## src/rtl/pic_pkg.sv

```systemverilog
`timescale 1ns/1ps
package pic_pkg;
  typedef enum logic [1:0] {
    REG_CONTROL  = 2'd0,
    REG_SENSE    = 2'd1,
    REG_MASK     = 2'd2,
    REG_PRIORITY = 2'd3
  } pic_reg_e;

  localparam int CTL_NMI_RISE = 0;
  localparam int CTL_NMI_OVR  = 1;
  localparam int CTL_DROP     = 2;
  localparam int CTL_AUTO     = 3;
  localparam int CTL_W        = 4;
endpackage

```

## src/rtl/pic_sync2.sv

```systemverilog
`timescale 1ns/1ps
module pic_sync2 #(
  parameter int W = 1
) (
  input  logic         clk,
  input  logic         rst_n,
  input  logic [W-1:0] d,
  output logic [W-1:0] q
);
  logic [W-1:0] meta_q;
  logic [W-1:0] sync_q;

  always_ff @(posedge clk or negedge rst_n) begin
    if (!rst_n) begin
      meta_q <= '0;
      sync_q <= '0;
    end else begin
      meta_q <= d;
      sync_q <= meta_q;
    end
  end

  assign q = sync_q;
endmodule

```

## src/rtl/pic_src.sv

```systemverilog
`timescale 1ns/1ps
module pic_src #(
  parameter int PRI_W = 4
) (
  input  logic             clk,
  input  logic             rst_n,
  input  logic             pin_s,
  input  logic             edge_mode,
  input  logic             pol_high,
  input  logic             masked,
  input  logic [PRI_W-1:0] lvl,
  input  logic             drop,
  input  logic             take_me,
  input  logic             take_any,
  output logic             req
);
  logic prev_q, prev_d;
  logic edge_q, edge_d;
  logic held_q, held_d;
  logic active, prev_active, edge_evt, live;

  assign active      = pol_high ? pin_s  : ~pin_s;
  assign prev_active = pol_high ? prev_q : ~prev_q;
  assign edge_evt    = active & ~prev_active;
  assign live        = ~masked & (lvl != '0);

  always_comb begin
    prev_d = pin_s;
    edge_d = edge_q;
    if (!edge_mode || masked)  edge_d = 1'b0;
    else if (edge_evt && live) edge_d = 1'b1;
    else if (take_me)          edge_d = 1'b0;

    held_d = held_q;
    if (edge_mode || masked || drop || take_any) held_d = 1'b0;
    else if (active && live)                     held_d = 1'b1;
  end

  always_ff @(posedge clk or negedge rst_n) begin
    if (!rst_n) begin
      prev_q <= 1'b0;
      edge_q <= 1'b0;
      held_q <= 1'b0;
    end else begin
      prev_q <= prev_d;
      edge_q <= edge_d;
      held_q <= held_d;
    end
  end

  assign req = live & (edge_mode ? edge_q : (active | held_q));
endmodule

```

## src/rtl/pic_nmi.sv

```systemverilog
`timescale 1ns/1ps
module pic_nmi #(
  parameter int BLANK_CYC = 6
) (
  input  logic clk,
  input  logic rst_n,
  input  logic pin_s,
  input  logic rise_sel,
  input  logic ctl_write,
  input  logic take_nmi,
  output logic pend
);
  localparam int CNT_W = $clog2(BLANK_CYC + 1);

  logic             prev_q, prev_d;
  logic             pend_q, pend_d;
  logic [CNT_W-1:0] cnt_q, cnt_d;
  logic             edge_seen, blank;

  assign edge_seen = rise_sel ? (pin_s & ~prev_q) : (~pin_s & prev_q);
  assign blank     = ctl_write | (cnt_q != '0);

  always_comb begin
    prev_d = pin_s;
    if (ctl_write)          cnt_d = CNT_W'(BLANK_CYC);
    else if (cnt_q != '0)   cnt_d = cnt_q - 1'b1;
    else                    cnt_d = cnt_q;
    pend_d = pend_q;
    if (edge_seen && !blank) pend_d = 1'b1;
    else if (take_nmi)       pend_d = 1'b0;
  end

  always_ff @(posedge clk or negedge rst_n) begin
    if (!rst_n) begin
      prev_q <= 1'b0;
      pend_q <= 1'b0;
      cnt_q  <= '0;
    end else begin
      prev_q <= prev_d;
      pend_q <= pend_d;
      cnt_q  <= cnt_d;
    end
  end

  assign pend = pend_q;
endmodule

```

## src/rtl/pic_sel.sv

```systemverilog
`timescale 1ns/1ps
module pic_sel #(
  parameter int N_IRQ = 8,
  parameter int PRI_W = 4,
  localparam int LVL_W = PRI_W + 1,
  localparam int SRC_W = $clog2(N_IRQ + 1)
) (
  input  logic [N_IRQ-1:0]       irq_req,
  input  logic [N_IRQ*PRI_W-1:0] irq_lvl,
  input  logic                   nmi_pend,
  input  logic                   cpu_block,
  input  logic                   cpu_sleep,
  input  logic                   nmi_ovr,
  input  logic [LVL_W-1:0]       cpu_imask,
  output logic                   sel_valid,
  output logic [SRC_W-1:0]       sel_src,
  output logic [LVL_W-1:0]       sel_level
);
  localparam logic [SRC_W-1:0] NMI_SRC = SRC_W'(N_IRQ);
  localparam logic [LVL_W-1:0] NMI_LVL = LVL_W'(1) << PRI_W;

  logic [LVL_W-1:0] lv;

  always_comb begin
    sel_valid = 1'b0;
    sel_src   = '0;
    sel_level = '0;
    lv        = '0;
    for (int i = 0; i < N_IRQ; i++) begin
      lv = {1'b0, irq_lvl[i*PRI_W +: PRI_W]};
      if (irq_req[i] && !cpu_block && (lv > cpu_imask) && (lv > sel_level)) begin
        sel_valid = 1'b1;
        sel_src   = SRC_W'(i);
        sel_level = lv;
      end
    end
    if (nmi_pend && (!cpu_block || cpu_sleep || nmi_ovr)) begin
      sel_valid = 1'b1;
      sel_src   = NMI_SRC;
      sel_level = NMI_LVL;
    end
  end
endmodule

```

## src/rtl/pic_core.sv

```systemverilog
`timescale 1ns/1ps
module pic_core #(
  parameter int N_IRQ     = 8,
  parameter int PRI_W     = 4,
  parameter int BLANK_CYC = 6,
  localparam int LVL_W    = PRI_W + 1,
  localparam int SRC_W    = $clog2(N_IRQ + 1)
) (
  input  logic             clk,
  input  logic             rst_n,
  input  logic             nmi_pin,
  input  logic [N_IRQ-1:0] irq_pin,
  input  logic             cfg_we,
  input  logic [1:0]       cfg_addr,
  input  logic [31:0]      cfg_wdata,
  input  logic             cpu_block,
  input  logic             cpu_sleep,
  input  logic [LVL_W-1:0] cpu_imask,
  output logic             req_valid,
  output logic [SRC_W-1:0] req_src,
  output logic [LVL_W-1:0] req_level,
  input  logic             ack,
  output logic             acc_valid,
  output logic [SRC_W-1:0] acc_src,
  output logic [LVL_W-1:0] acc_level,
  output logic [LVL_W-1:0] acc_imask
);
  import pic_pkg::*;

  localparam logic [SRC_W-1:0] NMI_SRC = SRC_W'(N_IRQ);

  logic [CTL_W-1:0]       ctl_q, ctl_d;
  logic [N_IRQ-1:0]       edge_q, edge_d;
  logic [N_IRQ-1:0]       polh_q, polh_d;
  logic [N_IRQ-1:0]       mask_q, mask_d;
  logic [N_IRQ*PRI_W-1:0] prio_q, prio_d;

  logic                   acc_valid_q, acc_valid_d;
  logic [SRC_W-1:0]       acc_src_q, acc_src_d;
  logic [LVL_W-1:0]       acc_level_q, acc_level_d;
  logic [LVL_W-1:0]       acc_imask_q, acc_imask_d;

  logic [N_IRQ:0]         pins_s;
  logic [N_IRQ-1:0]       irq_req;
  logic                   nmi_pend;
  logic                   accept, take_nmi, ctl_write;
  logic                   nmi_ovr, auto_mask;

  assign ctl_write = cfg_we && (cfg_addr == REG_CONTROL);
  assign nmi_ovr   = ctl_q[CTL_NMI_OVR];
  assign auto_mask = ctl_q[CTL_AUTO];

  // register file: next state
  always_comb begin
    ctl_d  = ctl_q;
    edge_d = edge_q;
    polh_d = polh_q;
    mask_d = mask_q;
    prio_d = prio_q;
    if (cfg_we) begin
      unique case (cfg_addr)
        REG_CONTROL:  ctl_d  = cfg_wdata[CTL_W-1:0];
        REG_SENSE: begin
          edge_d = cfg_wdata[N_IRQ-1:0];
          polh_d = cfg_wdata[8 +: N_IRQ];
        end
        REG_MASK:     mask_d = cfg_wdata[N_IRQ-1:0];
        REG_PRIORITY: prio_d = cfg_wdata[N_IRQ*PRI_W-1:0];
        default: ;
      endcase
    end
  end

  always_ff @(posedge clk or negedge rst_n) begin
    if (!rst_n) begin
      ctl_q  <= '0;
      edge_q <= '0;
      polh_q <= '0;
      mask_q <= '0;
      prio_q <= '0;
    end else if (cfg_we) begin
      ctl_q  <= ctl_d;
      edge_q <= edge_d;
      polh_q <= polh_d;
      mask_q <= mask_d;
      prio_q <= prio_d;
    end
  end

  pic_sync2 #(.W(N_IRQ + 1)) u_sync (
    .clk   (clk),
    .rst_n (rst_n),
    .d     ({nmi_pin, irq_pin}),
    .q     (pins_s)
  );

  assign accept   = ack && req_valid;
  assign take_nmi = accept && (req_src == NMI_SRC);

  for (genvar g = 0; g < N_IRQ; g++) begin : g_src
    pic_src #(.PRI_W(PRI_W)) u_src (
      .clk       (clk),
      .rst_n     (rst_n),
      .pin_s     (pins_s[g]),
      .edge_mode (edge_q[g]),
      .pol_high  (polh_q[g]),
      .masked    (mask_q[g]),
      .lvl       (prio_q[g*PRI_W +: PRI_W]),
      .drop      (ctl_q[CTL_DROP]),
      .take_me   (accept && (req_src == SRC_W'(g))),
      .take_any  (accept),
      .req       (irq_req[g])
    );
  end

  pic_nmi #(.BLANK_CYC(BLANK_CYC)) u_nmi (
    .clk       (clk),
    .rst_n     (rst_n),
    .pin_s     (pins_s[N_IRQ]),
    .rise_sel  (ctl_q[CTL_NMI_RISE]),
    .ctl_write (ctl_write),
    .take_nmi  (take_nmi),
    .pend      (nmi_pend)
  );

  pic_sel #(.N_IRQ(N_IRQ), .PRI_W(PRI_W)) u_sel (
    .irq_req   (irq_req),
    .irq_lvl   (prio_q),
    .nmi_pend  (nmi_pend),
    .cpu_block (cpu_block),
    .cpu_sleep (cpu_sleep),
    .nmi_ovr   (nmi_ovr),
    .cpu_imask (cpu_imask),
    .sel_valid (req_valid),
    .sel_src   (req_src),
    .sel_level (req_level)
  );

  // acceptance report: next state
  always_comb begin
    acc_valid_d = accept;
    acc_src_d   = acc_src_q;
    acc_level_d = acc_level_q;
    acc_imask_d = acc_imask_q;
    if (accept) begin
      acc_src_d   = req_src;
      acc_level_d = req_level;
      acc_imask_d = (auto_mask && !take_nmi) ? req_level : cpu_imask;
    end
  end

  always_ff @(posedge clk or negedge rst_n) begin
    if (!rst_n) begin
      acc_valid_q <= 1'b0;
      acc_src_q   <= '0;
      acc_level_q <= '0;
      acc_imask_q <= '0;
    end else begin
      acc_valid_q <= acc_valid_d;
      acc_src_q   <= acc_src_d;
      acc_level_q <= acc_level_d;
      acc_imask_q <= acc_imask_d;
    end
  end

  assign acc_valid = acc_valid_q;
  assign acc_src   = acc_src_q;
  assign acc_level = acc_level_q;
  assign acc_imask = acc_imask_q;
endmodule

```

## config.mk

```make
export PLATFORM = sky130hd
export DESIGN_NAME = pic_core
export DESIGN_NICKNAME = d
export VERILOG_FILES = /design/src/rtl/pic_pkg.sv /design/src/rtl/pic_sync2.sv /design/src/rtl/pic_src.sv /design/src/rtl/pic_nmi.sv /design/src/rtl/pic_sel.sv /design/src/rtl/pic_core.sv
export SDC_FILE = /design/constraint.sdc
export NUM_CORES = 1
export LEC_CHECK = 0
export BUFFER_PORTS_ARGS = -buffer_cell sky130_fd_sc_hd__buf_2
export CAP_MARGIN = 20
export CORE_ASPECT_RATIO = 1.4
export CORE_UTILIZATION = 50
export DETAILED_ROUTE_END_ITERATION = 16
export PLACE_DENSITY = 0.8
export SYNTH_ARGS = -nofsm -noshare
export SYNTH_HDL_FRONTEND = slang
export SYNTH_SLANG_ARGS = --single-unit
```

## constraint.sdc

```tcl
create_clock -name clk -period 28.6 [get_ports clk]
set_clock_uncertainty 0.15 [all_clocks]
set_input_delay 2.86 -clock clk [delete_from_list [all_inputs] [get_ports clk]]
set_output_delay 2.86 -clock clk [all_outputs]
set_load 0.03 [all_outputs]
```

==> run summary <==
status -> complete, but fails checks
violated checks -> design-rule violations
CP startpoint -> cpu_imask[3]
reg2reg start -> prio_q[2]
simple-gate portion of the synthesized area -> 0.163
worst slew pin tran -> 1.09 ns
via count -> 5,596
hold slack -> 0.194 ns
stages on the worst setup path -> 62
syn avg cell area -> 10.4 µm²
DIE WIDTH -> 103 µm
Post-CTS Setup Bufs -> 0
EDFF count, synth -> 0
Routed WL -> 17,100 µm
Port Buffers -> 78
area grow syn2layout -> 15.5%
compound-cell area share of the yosys netlist -> 0.124
First-pass DRT Iterations -> 11
Slowest-stage cell, CP -> or4_1
first-pass GRT wire length -> 27,500 µm
# resized after CTS -> 0
largest family of logic cells by synthesized area -> simple AND/OR/NAND/NOR gates
worst reg2reg setup slack -> 15.01 ns
Hold Crit Class -> reg2reg
full die area -> 0.0147 mm²
Final #Nets -> 880
Post-Syn Instances -> 684
initial DRC count -> 311
Vias per Instance -> 5.80
most frequent cells in the layout -> dfrtp_1 (121), buf_2 (77), mux2_2 (69), ha_1 (58), nor2_1 (48)
Worst Setup EP -> req_level[1]
FP Rows -> 51
relative slew slack -> 0.272
XOR/XNOR share of the synthesized area -> 0.0111
Inst Count DP -> 934
GRT overflow -> 0
worst-case vdd ir drop -> 0.0000696 V
Buf/Inv on CP -> 9
Placed Area -> 0.00765 mm²
vias in the first global route -> 5,555
finished layout cell area -> 0.00819 mm²
sequential area share after synthesis -> 0.427
fmax -> 52.1 MHz
final setup vio count -> 0
largest net degree at the start of global routing -> 71
CP required -> 25.59 ns
number of synthesized register bits -> 121
Clk Latency, worst-skew pair -> 0.42 ns
Sink Count -> 121
Synth area leaders -> dfrtp_1 (43%), mux2_2 (11%), ha_1 (10%)
CP Launch Type -> primary input
H-Tree Depth -> 4
most used cell, CP -> ha_1
warnings from Yosys -> 0
Global Route Usage Sum -> 0.252
Initial Utilization -> 0.512
RSZ-0062 raised after global routing -> false
share of the synthesized area in the top cell type -> 0.427
Reg2Reg Depth -> 58
CTS Hold Bufs -> 0
n_diodes -> 0
core area -> 0.0138 mm²
DR DRC count -> 4
clock-pin slew on the worst setup and hold paths -> 0.05 ns
DRT antenna net count -> 0
total of max-cap violations -> 0
Pwr Density -> 74.9 mW/mm²
global placer's final weighted congestion -> 0.969
final non-filler cell total -> 965
Clock Path Buffers -> 2
unique cell type count in the Yosys netlist -> 70
largest fanout on the critical path -> 11
drt wl/cell -> 17.7 µm
fin crit period -> 19.19 ns
synthesized area -> 0.00709 mm²
Arrival @ worst endpoint -> 16.18 ns
Synthesized Nets -> 796
CTS tree -> yes
io pins -> 79
Largest delay share family, worst path -> simple AND/OR/NAND/NOR gates
clock buffer count from CTS -> 17
share of cells above drive strength 1 -> 0.258
total power draw -> 613 µW
Reg2Reg Capture Point -> acc_imask[0]
Primary FF master, synth -> dfrtp_1
commonest non-fill, non-tap cell in the layout -> dfrtp_1
DP HPWL -> 12,400 µm
Die Ht -> 143 µm
clock tree root buffer cell -> clkbuf_16
mux share of post-synthesis cell area -> 0.137
Final Max Tran Viols -> 0
Setup TNS -> 0 ns
Crit Path Category -> in2out
slowest cell delay on critical path -> 0.68 ns
area leader, netlist -> dfrtp_1
Hold Fails Final Rpt -> 0
total leakage power -> 0.00381 µW
initial antenna violation count -> 0
post-synthesis async set-or-reset flop share -> 1.00
Post-Synth Adder-Cell Area -> 0.102
fraction of the cycle the final worst path needs -> 0.671
Crit. End Element -> output pin
==> registers in the layout, indices dropped and copies added (netlist names) <==
register and cells:
u_sync.q 9, polh_q 8, acc_level 4, prio_q 32
edge_q 8, u_nmi.pend 1, acc_valid 1, u_sync.meta_q 9
mask_q 8, acc_imask 5, g_src.u_src.prev_q 8, u_nmi.prev_q 1
acc_src 4, g_src.u_src.held_q 8, g_src.u_src.edge_q 8, ctl_q 4
u_nmi.cnt_q 3
==> area by class of cell <==
| cell class | count | area (µm²) |
|---|---|---|
| timing repair buffer | 81 | 415 |
| sequential | 121 | 3030 |
| inverter | 44 | 165 |
| fill | 1173 | 5660 |
| clock inverter | 13 | 108 |
| tap | 185 | 231 |
| multi-input combinational | 503 | 3810 |
| clock buffer | 18 | 429 |
==> logic make-up (layout without fill, tap and decap cells) <==
kind of cell | count (synthesis) | after routing
AOI/OAI and AO/OA | 133 | 133
DFF | 121 | 121
adders and majority gates | 58 | 58
muxes | 84 | 84
xor gates and xnor gates | 9 | 9
and+or+nand+nor | 219 | 219
buffers and inverters | 60 | 156
==> through the flow <==
step           setup slack, ns   util
2_1_floorplan            11.11      -
3_3_place_gp             10.04  0.552
3_5_place_dp              9.66  0.552
4_1_cts                   9.58  0.591
5_1_grt                   8.36  0.591
6_report                  9.41  0.591
==> where the power goes <==
part / switching [µW] / internal [µW] / leakage, µW / total [µW]
clock: 76.3 / 118 / 0.000257 / 194
sequential: 32.5 / 202 / 0.00148 / 234
combinational: 105 / 79.7 / 0.00207 / 184
==> synth_stat cells, types with 4 or more instances <==
library cell and instances:
nand3_1 13, and3_1 5, a21o_1 5, nor2_1 48
o2111ai_1 4, o21a_1 4, nand2b_1 10, nand2_1 45
mux2i_1 6, clkbuf_1 6, and2_1 10, nor3_1 16
nor2b_1 19, a21oi_1 35, mux2_4 9, nand4_1 9
mux2_2 69, nor4_1 12, buf_1 4, o21ai_0 35
or3_1 7, dfrtp_1 121, o211ai_1 8, a31oi_1 6
ha_1 58, xnor2_1 6, inv_1 43, nor3b_1 4
==> worst min-delay path by stage <==
stage | depth (start not counted) | from | end
4_1_cts | 0 | u_sync.meta_q[2] | u_sync.q[2]
3_5_place_dp | 0 | u_sync.meta_q[2] | u_sync.q[2]
6_report | 0 | u_sync.meta_q[2] | u_sync.q[2]
5_1_grt | 0 | u_sync.meta_q[3] | u_sync.q[3]
3_3_place_gp | 0 | u_sync.meta_q[0] | u_sync.q[0]
2_1_floorplan | 0 | u_sync.meta_q[0] | u_sync.q[0]
==> per-layer routing <==
metal / wire length (µm) / GRT usage / up-vias
met2: 8680 / 0.419 / 173
met4: 873 / 0.153 / 0
met3: 719 / 0.0548 / 58
met1: 6820 / 0.292 / 2698
met5: 0 / 0 / -
li1: - / - / 2667
Note: power is estimated with default switching activity, not from simulation.
